===== src/rtl/rxr_pkg.sv =====
package rxr_pkg;

    localparam int PAGE_SHIFT = 8;
    localparam int PAGE_BYTES = 1 << PAGE_SHIFT;
    localparam int HDR_LEN    = 4;
    localparam int FCS_LEN    = 4;

    localparam logic [7:0] RS_GOOD  = 8'h01;
    localparam logic [7:0] RS_GROUP = 8'h20;

    typedef enum logic [2:0] {
        ST_IDLE,
        ST_DATA,
        ST_DROP,
        ST_PAD,
        ST_HDR
    } rx_state_e;

    typedef struct packed {
        logic [7:0] len_hi;
        logic [7:0] len_lo;
        logic [7:0] nxt;
        logic [7:0] status;
    } rx_hdr_t;

    // free bytes between the write page and the host boundary
    function automatic int ring_free(input int cur, input int bnd,
                                     input int lo, input int hi);
        if (cur < bnd)
            return (bnd - cur) * PAGE_BYTES;
        return (hi - lo) * PAGE_BYTES - (cur - bnd) * PAGE_BYTES;
    endfunction

    // page where the following frame begins
    function automatic int next_page(input int cur, input int len,
                                     input int lo, input int hi);
        int n;
        n = cur + ((len + HDR_LEN + FCS_LEN + PAGE_BYTES - 1) >> PAGE_SHIFT);
        if (n >= hi)
            n = n - (hi - lo);
        return n;
    endfunction

endpackage


===== src/rtl/rxr_space_chk.sv =====
module rxr_space_chk #(
    parameter int PG_W      = 8,
    parameter int MAX_FRAME = 1514
) (
    input  logic            halt,
    input  logic [PG_W-1:0] cur_pg,
    input  logic [PG_W-1:0] bndry_pg,
    input  logic [PG_W-1:0] ring_lo,
    input  logic [PG_W-1:0] ring_hi,
    output logic            fits
);
    import rxr_pkg::*;

    localparam int NEED_BYTES = MAX_FRAME + FCS_LEN;

    int free_b;

    always_comb begin
        free_b = ring_free(int'(cur_pg), int'(bndry_pg), int'(ring_lo), int'(ring_hi));
        fits   = !halt && (free_b >= NEED_BYTES);
    end

endmodule


===== src/rtl/rxr_wptr.sv =====
module rxr_wptr #(
    parameter int PG_W = 8
) (
    input  logic                 clk,
    input  logic                 rst,
    input  logic                 load,
    input  logic [PG_W-1:0]      load_pg,
    input  logic                 step,
    input  logic [PG_W-1:0]      ring_lo,
    input  logic [PG_W-1:0]      ring_hi,
    output logic [PG_W+8-1:0]    addr
);
    import rxr_pkg::*;

    localparam int AW = PG_W + 8;

    logic [AW-1:0] addr_q;
    logic [AW-1:0] addr_inc;
    logic [AW-1:0] addr_nxt;

    always_comb begin
        addr     = load ? {load_pg, 8'(HDR_LEN)} : addr_q;
        addr_inc = addr + AW'(1);
        addr_nxt = (addr_inc == {ring_hi, 8'h00}) ? {ring_lo, 8'h00} : addr_inc;
    end

    always_ff @(posedge clk) begin
        if (rst)
            addr_q <= '0;
        else if (load || step)
            addr_q <= addr_nxt;
    end

endmodule


===== src/rtl/rxr_hdr_gen.sv =====
module rxr_hdr_gen #(
    parameter int PG_W  = 8,
    parameter int LEN_W = 16
) (
    input  logic [PG_W-1:0]  frame_pg,
    input  logic [LEN_W-1:0] stored_len,
    input  logic             group_bit,
    input  logic [PG_W-1:0]  ring_lo,
    input  logic [PG_W-1:0]  ring_hi,
    output rxr_pkg::rx_hdr_t hdr,
    output logic [PG_W-1:0]  nxt_pg
);
    import rxr_pkg::*;

    int               nxt_i;
    logic [LEN_W-1:0] total;

    always_comb begin
        nxt_i      = next_page(int'(frame_pg), int'(stored_len), int'(ring_lo), int'(ring_hi));
        nxt_pg     = PG_W'(nxt_i);
        total      = stored_len + LEN_W'(HDR_LEN);
        hdr.status = group_bit ? (RS_GOOD | RS_GROUP) : RS_GOOD;
        hdr.nxt    = 8'(nxt_pg);
        hdr.len_lo = total[7:0];
        hdr.len_hi = total[15:8];
    end

endmodule


===== src/rtl/rxr_ring_writer.sv =====
module rxr_ring_writer #(
    parameter int PG_W      = 8,
    parameter int MAX_FRAME = 1514,
    parameter int MIN_FRAME = 60,
    localparam int AW       = PG_W + 8,
    localparam int LEN_W    = 16
) (
    input  logic            clk,
    input  logic            rst,
    input  logic            halt,
    input  logic [PG_W-1:0] cfg_start_pg,
    input  logic [PG_W-1:0] cfg_stop_pg,
    input  logic [PG_W-1:0] cfg_bndry_pg,
    input  logic            cur_pg_load,
    input  logic [PG_W-1:0] cur_pg_wdata,
    input  logic            irq_clr,
    input  logic            in_valid,
    input  logic            in_sof,
    input  logic            in_eof,
    input  logic [7:0]      in_data,
    output logic            in_ready,
    output logic            mem_we,
    output logic [AW-1:0]   mem_addr,
    output logic [7:0]      mem_wdata,
    output logic [PG_W-1:0] cur_pg,
    output logic [7:0]      rx_status,
    output logic            rx_irq
);
    import rxr_pkg::*;

    localparam logic [LEN_W-1:0] MIN_L = LEN_W'(MIN_FRAME);

    rx_state_e        st, st_n;
    logic [LEN_W-1:0] len_q, len_n;
    logic [1:0]       hidx_q, hidx_n;
    logic             grp_q, grp_n;
    logic [PG_W-1:0]  fpg_q, fpg_n;

    logic             fits;
    logic             fire;
    logic             wp_load, wp_step;
    logic [AW-1:0]    wp_addr;
    rx_hdr_t          hdr;
    logic [PG_W-1:0]  nxt_pg;
    logic             done;

    logic             wr_en;
    logic [AW-1:0]    wr_addr;
    logic [7:0]       wr_data;

    rxr_space_chk #(.PG_W(PG_W), .MAX_FRAME(MAX_FRAME)) u_space (
        .halt     (halt),
        .cur_pg   (cur_pg),
        .bndry_pg (cfg_bndry_pg),
        .ring_lo  (cfg_start_pg),
        .ring_hi  (cfg_stop_pg),
        .fits     (fits)
    );

    rxr_wptr #(.PG_W(PG_W)) u_wptr (
        .clk     (clk),
        .rst     (rst),
        .load    (wp_load),
        .load_pg (cur_pg),
        .step    (wp_step),
        .ring_lo (cfg_start_pg),
        .ring_hi (cfg_stop_pg),
        .addr    (wp_addr)
    );

    rxr_hdr_gen #(.PG_W(PG_W), .LEN_W(LEN_W)) u_hdr (
        .frame_pg   (fpg_q),
        .stored_len (len_q),
        .group_bit  (grp_q),
        .ring_lo    (cfg_start_pg),
        .ring_hi    (cfg_stop_pg),
        .hdr        (hdr),
        .nxt_pg     (nxt_pg)
    );

    assign in_ready = (st == ST_IDLE) || (st == ST_DATA) || (st == ST_DROP);
    assign fire     = in_valid && in_ready;

    always_comb begin
        st_n    = st;
        len_n   = len_q;
        hidx_n  = hidx_q;
        grp_n   = grp_q;
        fpg_n   = fpg_q;
        wp_load = 1'b0;
        wp_step = 1'b0;
        wr_en   = 1'b0;
        wr_addr = wp_addr;
        wr_data = in_data;
        done    = 1'b0;
        unique case (st)
            ST_IDLE: begin
                if (fire && in_sof) begin
                    if (fits) begin
                        wp_load = 1'b1;
                        wr_en   = 1'b1;
                        len_n   = LEN_W'(1);
                        grp_n   = in_data[0];
                        fpg_n   = cur_pg;
                        hidx_n  = '0;
                        if (!in_eof)
                            st_n = ST_DATA;
                        else if (LEN_W'(1) < MIN_L)
                            st_n = ST_PAD;
                        else
                            st_n = ST_HDR;
                    end else if (!in_eof) begin
                        st_n = ST_DROP;
                    end
                end
            end
            ST_DATA: begin
                if (fire) begin
                    wr_en   = 1'b1;
                    wp_step = 1'b1;
                    len_n   = len_q + LEN_W'(1);
                    if (in_eof)
                        st_n = (len_n < MIN_L) ? ST_PAD : ST_HDR;
                end
            end
            ST_DROP: begin
                if (fire && in_eof)
                    st_n = ST_IDLE;
            end
            ST_PAD: begin
                wr_en   = 1'b1;
                wr_data = 8'h00;
                wp_step = 1'b1;
                len_n   = len_q + LEN_W'(1);
                if (len_n >= MIN_L)
                    st_n = ST_HDR;
            end
            ST_HDR: begin
                wr_en   = 1'b1;
                wr_addr = {fpg_q, 8'(hidx_q)};
                wr_data = hdr[8*hidx_q +: 8];
                hidx_n  = hidx_q + 2'd1;
                if (hidx_q == 2'd3) begin
                    done = 1'b1;
                    st_n = ST_IDLE;
                end
            end
            default: st_n = ST_IDLE;
        endcase
    end

    always_ff @(posedge clk) begin
        if (rst) begin
            st        <= ST_IDLE;
            len_q     <= '0;
            hidx_q    <= '0;
            grp_q     <= 1'b0;
            fpg_q     <= '0;
            mem_we    <= 1'b0;
            mem_addr  <= '0;
            mem_wdata <= '0;
            cur_pg    <= '0;
            rx_status <= '0;
            rx_irq    <= 1'b0;
        end else begin
            st        <= st_n;
            len_q     <= len_n;
            hidx_q    <= hidx_n;
            grp_q     <= grp_n;
            fpg_q     <= fpg_n;
            mem_we    <= wr_en;
            mem_addr  <= wr_addr;
            mem_wdata <= wr_data;
            if (irq_clr)
                rx_irq <= 1'b0;
            if (cur_pg_load)
                cur_pg <= cur_pg_wdata;
            if (done) begin
                cur_pg    <= nxt_pg;
                rx_status <= hdr.status;
                rx_irq    <= 1'b1;
            end
        end
    end

    // every write lands inside the configured ring
    p_addr_in_ring_r6: assert property (@(posedge clk) disable iff (rst)
        (mem_we && (cfg_start_pg < cfg_stop_pg)) |->
            (mem_addr >= {cfg_start_pg, 8'h00} && mem_addr < {cfg_stop_pg, 8'h00}));

    // a padding cycle emits a zero byte on the next cycle
    p_pad_zero_r4: assert property (@(posedge clk) disable iff (rst)
        (st == ST_PAD) |=> (mem_we && mem_wdata == 8'h00));

    // drained bytes never reach memory
    p_drop_quiet_r3: assert property (@(posedge clk) disable iff (rst)
        (st == ST_DROP) |=> !mem_we);

    // the flag rises together with the last header write
    p_irq_with_hdr_r9: assert property (@(posedge clk) disable iff (rst)
        $rose(rx_irq) |-> (mem_we && mem_addr[7:0] == 8'd3 && rx_status[0]));

    // current page moves only on completion or host load
    p_curpg_stable_r9: assert property (@(posedge clk) disable iff (rst)
        (!done && !cur_pg_load) |=> $stable(cur_pg));

    // ready only drops right after an end byte
    p_ready_drop_r10: assert property (@(posedge clk) disable iff (rst)
        $fell(in_ready) |-> $past(in_valid && in_eof));

endmodule


===== config.mk =====
export PLATFORM = sky130hd
export DESIGN_NAME = rxr_ring_writer
export DESIGN_NICKNAME = d
export VERILOG_FILES = /design/src/rtl/rxr_pkg.sv /design/src/rtl/rxr_space_chk.sv /design/src/rtl/rxr_wptr.sv /design/src/rtl/rxr_hdr_gen.sv /design/src/rtl/rxr_ring_writer.sv
export SDC_FILE = /design/constraint.sdc
export NUM_CORES = 1
export LEC_CHECK = 0
export CORE_AREA = 2 2 183 185
export DETAILED_ROUTE_END_ITERATION = 7
export DIE_AREA = 0 0 185 187
export SLEW_MARGIN = 15
export SYNTH_ARGS = -nofsm -noshare
export SYNTH_HDL_FRONTEND = slang
export SYNTH_SLANG_ARGS = --single-unit

===== constraint.sdc =====
create_clock -name clk -period 8.7 [get_ports clk]
set_input_delay 2.61 -clock clk [delete_from_list [all_inputs] [get_ports clk]]
set_output_delay 2.61 -clock clk [all_outputs]
set_load 0.01 [all_outputs]

Yosys cells after proc, flatten, opt, wreduce, memory -nomap -nowiden
Cells that the tools add are included.
- output and inout port bits: 43
- logic and storage cells: 105
- register bits: 88
- multiplexer cells: 39
- order comparisons: 5
- shift operators: 1
- add/sub/neg operators: 14
- reduce and logical (&&, ||, !) cells: 19
- equal/unequal tests: 14
- operators by type and width (cell ; count):
    $mux W16 ; 6
    $mux W32 ; 2
    $pmux W16 S3 ; 1
    $add A16 B1 Y16 const B ; 2
    $add A32 B10 Y32 const B ; 1
    $add A32 B4 Y32 const B ; 1
    $ge A32 B12 Y1 const B ; 1
    $shiftx A32 B6 Y8 ; 1
    $sub A32 B2 Y32 const B ; 1
    $mux W3 ; 9
    $sub A8 B8 Y9 ; 3
    $add A8 B24 Y25 ; 1
    $ge A25 B8 Y1 ; 1
    $mux W8 ; 3
    $sub A17 B17 Y18 ; 1
    $add A16 B3 Y17 const B ; 1
    $add A16 B3 Y16 const B ; 1
    $eq A16 B16 Y1 ; 1
    $ge A16 B6 Y1 const B ; 1
    $lt A16 B6 Y1 const B ; 1
    $pmux W8 S2 ; 1
    $pmux W3 S5 ; 1
    $ne A2 B2 Y1 const B ; 5
    $mux W1 ; 9
    other kinds (24) ; 37

Logic depth before layout (Yosys ltp)
- depth in word-level cells: 12
- mapped depth: 33
- mapped depth without buffers: 31

By module
From an unflattened synthesis, not the netlist that was laid out.
- cell total of the unflattened synthesis: 978
- area, all modules: 7997.7 µm²
- by module, submodules not included (module ; cells each ; area each (µm²) ; instances ; seq. area each (µm²)):
    rxr_ring_writer ; 385 ; 3353.2 ; 1 ; 1441.4
    rxr_hdr_gen ; 217 ; 1711.6 ; 1 ; 0.0
    rxr_wptr ; 189 ; 1522.7 ; 1 ; 320.3
    rxr_space_chk ; 187 ; 1410.1 ; 1 ; 0.0

Worst setup path before layout
No wires, ideal clock.
- path type: input-to-reg
- start point: in cfg_start_pg[1]
- end point: reg u_wptr.addr_q[9]
- setup slack: 0.401 ns
- cell stages on the path: 26
- arrival: 8.225 ns
- library setup time: 0.074 ns
- buffers on the path: 0
- data required time: 8.626 ns
- cell sequence: inv_1 -> ha_1 -> nor2b_1 -> o31a_1 -> o31ai_4 -> nand2b_1 -> a21oi_1 -> xnor2_1 -> ha_1 -> a21oi_1 -> nand2_1 -> a2111oi_0 -> a41o_1 -> o221ai_1 -> o21bai_1 -> a21oi_1 -> nor2b_1 -> ha_1 -> nand2_1 -> nor4_1 -> nand2_1 -> o31ai_1 -> mux2i_1 -> a2bb2oi_2 -> or4_1 -> a31oi_1
- word-level cells in the longest chain between the ends: 12
- RTL lines (item ; RTL line ; text):
    from (decl) ; rxr_ring_writer.sv:11 ; input logic [PG_W-1:0] cfg_start_pg,
    $sub A8 B8 Y9 ; - ;
    $sub A17 B17 Y18 ; rxr_pkg.sv:31 ; return (hi - lo) * PAGE_BYTES - (cur - bnd) * PAGE_BYTES;
    $mux W32 ; rxr_pkg.sv:31 ;
    $ge A32 B12 Y1 ; rxr_space_chk.sv:20 ; fits = !halt && (free_b >= NEED_BYTES);
    $logic_and A1 B1 Y1 ; rxr_space_chk.sv:20 ;
    $mux W1 ; rxr_ring_writer.sv:99 ; if (fits) begin
    $mux W1 ; rxr_ring_writer.sv:98 ; if (fire && in_sof) begin
    $mux W1 ; rxr_ring_writer.sv:96 ; unique case (st)
    $mux W16 ; rxr_wptr.sv:22 ; addr = load ? {load_pg, 8'(HDR_LEN)} : addr_q;
    $add A16 B1 Y16 ; rxr_wptr.sv:23 ; addr_inc = addr + AW'(1);
    $eq A16 B16 Y1 ; rxr_wptr.sv:24 ; addr_nxt = (addr_inc == {ring_hi, 8'h00}) ? {ring_lo, 8'h00} : addr_inc;
    $mux W16 ; rxr_wptr.sv:24 ;
    to (signal assigned) ; rxr_wptr.sv:31 ; addr_q <= addr_nxt;
    to (decl) ; rxr_wptr.sv:17 ; logic [AW-1:0] addr_q;
Parallel ways exist; a longest one is shown, timed or not.
A chain may end at the register's enable or synchronous reset.

Worst setup path in the final report
- start point: in cfg_start_pg[1]
- end point: reg u_wptr.addr_q[11]
- word-level cells in the longest chain between the ends: 12
- RTL lines (item ; RTL line):
    $sub A8 B8 Y9 * ; -
    $sub A17 B17 Y18 * ; rxr_pkg.sv:31
    $mux W32 * ; rxr_pkg.sv:31
    $ge A32 B12 Y1 * ; rxr_space_chk.sv:20
    $logic_and A1 B1 Y1 * ; rxr_space_chk.sv:20
    $mux W1 * ; rxr_ring_writer.sv:99
    $mux W1 * ; rxr_ring_writer.sv:98
    $mux W1 * ; rxr_ring_writer.sv:96
    $mux W16 ; rxr_wptr.sv:22
    $add A16 B1 Y16 ; rxr_wptr.sv:23
    $eq A16 B16 Y1 ; rxr_wptr.sv:24
    $mux W16 ; rxr_wptr.sv:24
Mark *: on every way between the ends. The rest lies on a longest branch, timed or not.

==> impl_metrics.json <==
{
  "cts.sink_count": 82,
  "drive_gt1_share_pct": 8.09,
  "port_buffers": 84,
  "ys_types": 78,
  "endpoint_kind": "flop",
  "synthArstFlopShare_pct": 0,
  "rsz0062_at_grt": "false",
  "routed_wl_um": 24800,
  "synth_area_sq_um": 7380,
  "grtUsageMet3_pct": 2.22,
  "cp.required_ns": 8.96,
  "core-area_sq_um": 32900,
  "whs_ns": 0.480,
  "clk_path_buf_depth": 2,
  "ys_seq_area_share_pct": 22.2,
  "worstReg2RegStart": "len_q[2]",
  "place_area_sq_um": 8800,
  "track_usage_pct": 14.2,
  "netlist.area_leader.share_pct": 22.2,
  "dpl.cell_count": 1505,
  "synth_cells": 995,
  "p_leak_nw": 3.62,
  "n_antenna_cell": 0,
  "setup_viol": 0,
  "nets": 1183,
  "drtIter0Drc": 555,
  "yosys_warnings": 0,
  "synthTopCellsByArea": "dfxtp_1, ha_1, nor2_1, nand2_1, xnor2_1",
  "worstPathMaxFanout": 8,
  "seq_area_sq_um": 1640,
  "ant_nets": 0,
  "utilization_pct": 28.0,
  "synth-main-ff-cell": "dfxtp_1",
  "crit_type": "input pin to flop",
  "worstSetupStartpointType": "input pin",
  "grt_busiest_layer": "met2",
  "num_rows": 67,
  "cts_max_level": 3,
  "finClkSkew_ns": 0.00670,
  "synth_seq_cells": 82,
  "hpwl_um": 19300,
  "final_area_sq_um": 9220,
  "gp_congestion": 0.897,
  "finalCritPeriodShare_pct": 95.1,
  "path_clk_slew_ns": 0.07,
  "cts-hold-fix-buffers": 0,
  "fin_cells": 1524,
  "cpPeakStageDelay_ns": 0.55,
  "cts_root_buffer": "clkbuf_16",
  "antenna_found_initial": 0,
  "fill_cells": 3619,
  "crit_slowest_cell": "or4_4",
  "worst_slew_pin_slew_ns": 1.09,
  "crit_arrival_ns": 8.53,
  "dieWidth_um": 185,
  "cap_violations": 0,
  "period_minus_slack_ns": 8.28,
  "first_pass_iters": 5,
  "dr_total_vias": 7570,
  "hold_path.startpoint": "rx_status[5]",
  "hp-class": "flop to flop",
  "tritoncts": "done",
  "grt_max_degree": 75,
  "drcViolationCount": 0,
  "r2r_slack_ns": 2.60,
  "grt_pass1_vias": 7229,
  "synth-edff-count": 0,
  "area_growth_pct": 24.8,
  "critPathLaunch": "cfg_start_pg[1]",
  "clock.fmax_mhz": 121,
  "slew_violations": 0,
  "grt.met2_usage_pct": 23.9,
  "status": "complete, no violations",
  "powerDensity_nw_per_um2": 155,
  "clk_latency_ns": 0.35,
  "ir_drop_uv": 81.9,
  "viasPerCell": 4.97,
  "die_area_sq_um": 34600,
  "cts_buffers": 9,
  "gr-total-overflow": 0,
  "synth_top_cell_by_area": "dfxtp_1",
  "routedWlPerCell_um": 16.3,
  "syn_avg_cell_area_sq_um": 7.42,
  "grt_use_met1_pct": 17.6,
  "multi_input_area_sq_um": 5250,
  "ios": 91,
  "final_hold_viol_count": 0,
  "die_height_um": 187,
  "initial_core_util_pct": 22.5,
  "slew_headroom_pct": 26.9,
  "grt_pass1_wl_um": 38800
}
## critical path, delay by kind of cell
kind / cells / cell delay (ns)
AND/OR/NAND/NOR: 8 / 1.38
XOR/XNOR: 3 / 0.43
multiplexers: 1 / 0.22
adder cells (fa/ha/maj): 3 / 0.77
buffers and inverters: 3 / 0.80
AO/OA/AOI/OAI: 11 / 2.32
## path summary, 6_finish.rpt
| kind | endpoint | cells past startpoint |
|---|---|---|
| setup / recovery | u_wptr.addr_q[11] | 29 |
| hold / removal | rx_status[5] | 2 |
| setup reg to reg | mem_wdata[3] | 23 |
| hold reg to reg | rx_status[5] | 2 |
## through the flow
step | total power, mW | setup slack [ns] | setup TNS (ns)
after floorplan | 0.782 | 0.401 | 0
after detailed placement | 0.963 | -0.129 | -0.644
after global placement | 0.952 | 0.0844 | 0
final | 1.43 | 0.423 | 0
after global routing | 1.51 | 0.00690 | 0
after CTS | 1.42 | 0.217 | 0
## synthesized netlist by cell type, drive strengths merged, types with 8 or more instances
cell type  instances
nor2             110
a21o              14
xnor2             41
a211oi            23
nand3             28
buf               13
xor2              32
nand2b            10
nor2b             10
nor4               8
a311oi            17
clkbuf            52
a31oi              8
o21ai             48
mux2i             14
nand2            102
and3              13
nor3              28
ha                58
a221oi             8
o21a              12
o211ai            11
inv               71
a21oi             68
dfxtp             82
## report_power, final
part,internal [mW],switching [mW],total (mW)
clock,0.290,0.169,0.459
combinational,0.235,0.290,0.525
sequential,0.401,0.0402,0.441
## cell usage in the layout (no fill, tap or decap), types with 8 or more instances in the layout
| cell | n |
|---|---|
| mux2i_1 | 14 |
| xor2_1 | 32 |
| a211oi_1 | 21 |
| a21o_1 | 14 |
| ha_1 | 58 |
| o211ai_1 | 10 |
| nand2_1 | 102 |
| dfxtp_1 | 82 |
| nor2b_1 | 8 |
| and3_1 | 13 |
| a21oi_1 | 66 |
| inv_1 | 71 |
| o21ai_0 | 42 |
| xnor2_1 | 41 |
| clkbuf_16 | 9 |
| nand2b_1 | 10 |
| a31oi_1 | 8 |
| nor2_1 | 108 |
| nand3_1 | 28 |
| a311oi_1 | 16 |
| a221oi_1 | 8 |
| o21a_1 | 12 |
| buf_4 | 41 |
| clkdlybuf4s50_1 | 83 |
| nor3_1 | 27 |
## per-layer routing
layer  vias up  part of all wire (%)
met4         0                   4.7
met1      3591                    43
met5         -                     0
li1       3678                     -
met2       236                    48
met3        65                   4.6
## timing repair
item / 4_1_cts / 5_1_grt
endpoints found under the hold margin: 0 / 0
endpoints found under the setup margin: 0 / 11
buffers inserted: 0 / 3
resized for setup: 0 / 13
## cell type report
class | count | area share [%]
clock inverter | 6 | 1.22
tap | 448 | 6.08
multi-input combinational | 782 | 57.0
timing repair buffer | 125 | 12.4
sequential | 82 | 17.8
clock buffer | 10 | 2.59
inverter | 71 | 2.89
## logic make-up (layout without fill, tap and decap cells)
logic type	after synthesis	in the layout	synth area share, %
AO/OA/AOI/OAI	276	276	25.8
XOR/XNOR	74	74	8.98
adder cells (fa/ha/maj)	66	66	11.7
buffers and inverters	136	212	7.42
flip-flops	82	82	22.2
multiplexers	17	17	2.36
other	1	6	0.0508
AND/OR/NAND/NOR	343	343	21.4
## flip-flops by register name, summed over array words and instances (netlist names)
signal and flops:
len_q 16, mem_addr 16, u_wptr.addr_q 16, cur_pg 8, fpg_q 8, mem_wdata 8, st 3, hidx_q 2
rx_status 2, grp_q 1, mem_we 1, rx_irq 1
Note: power is estimated with default switching activity, not from simulation.
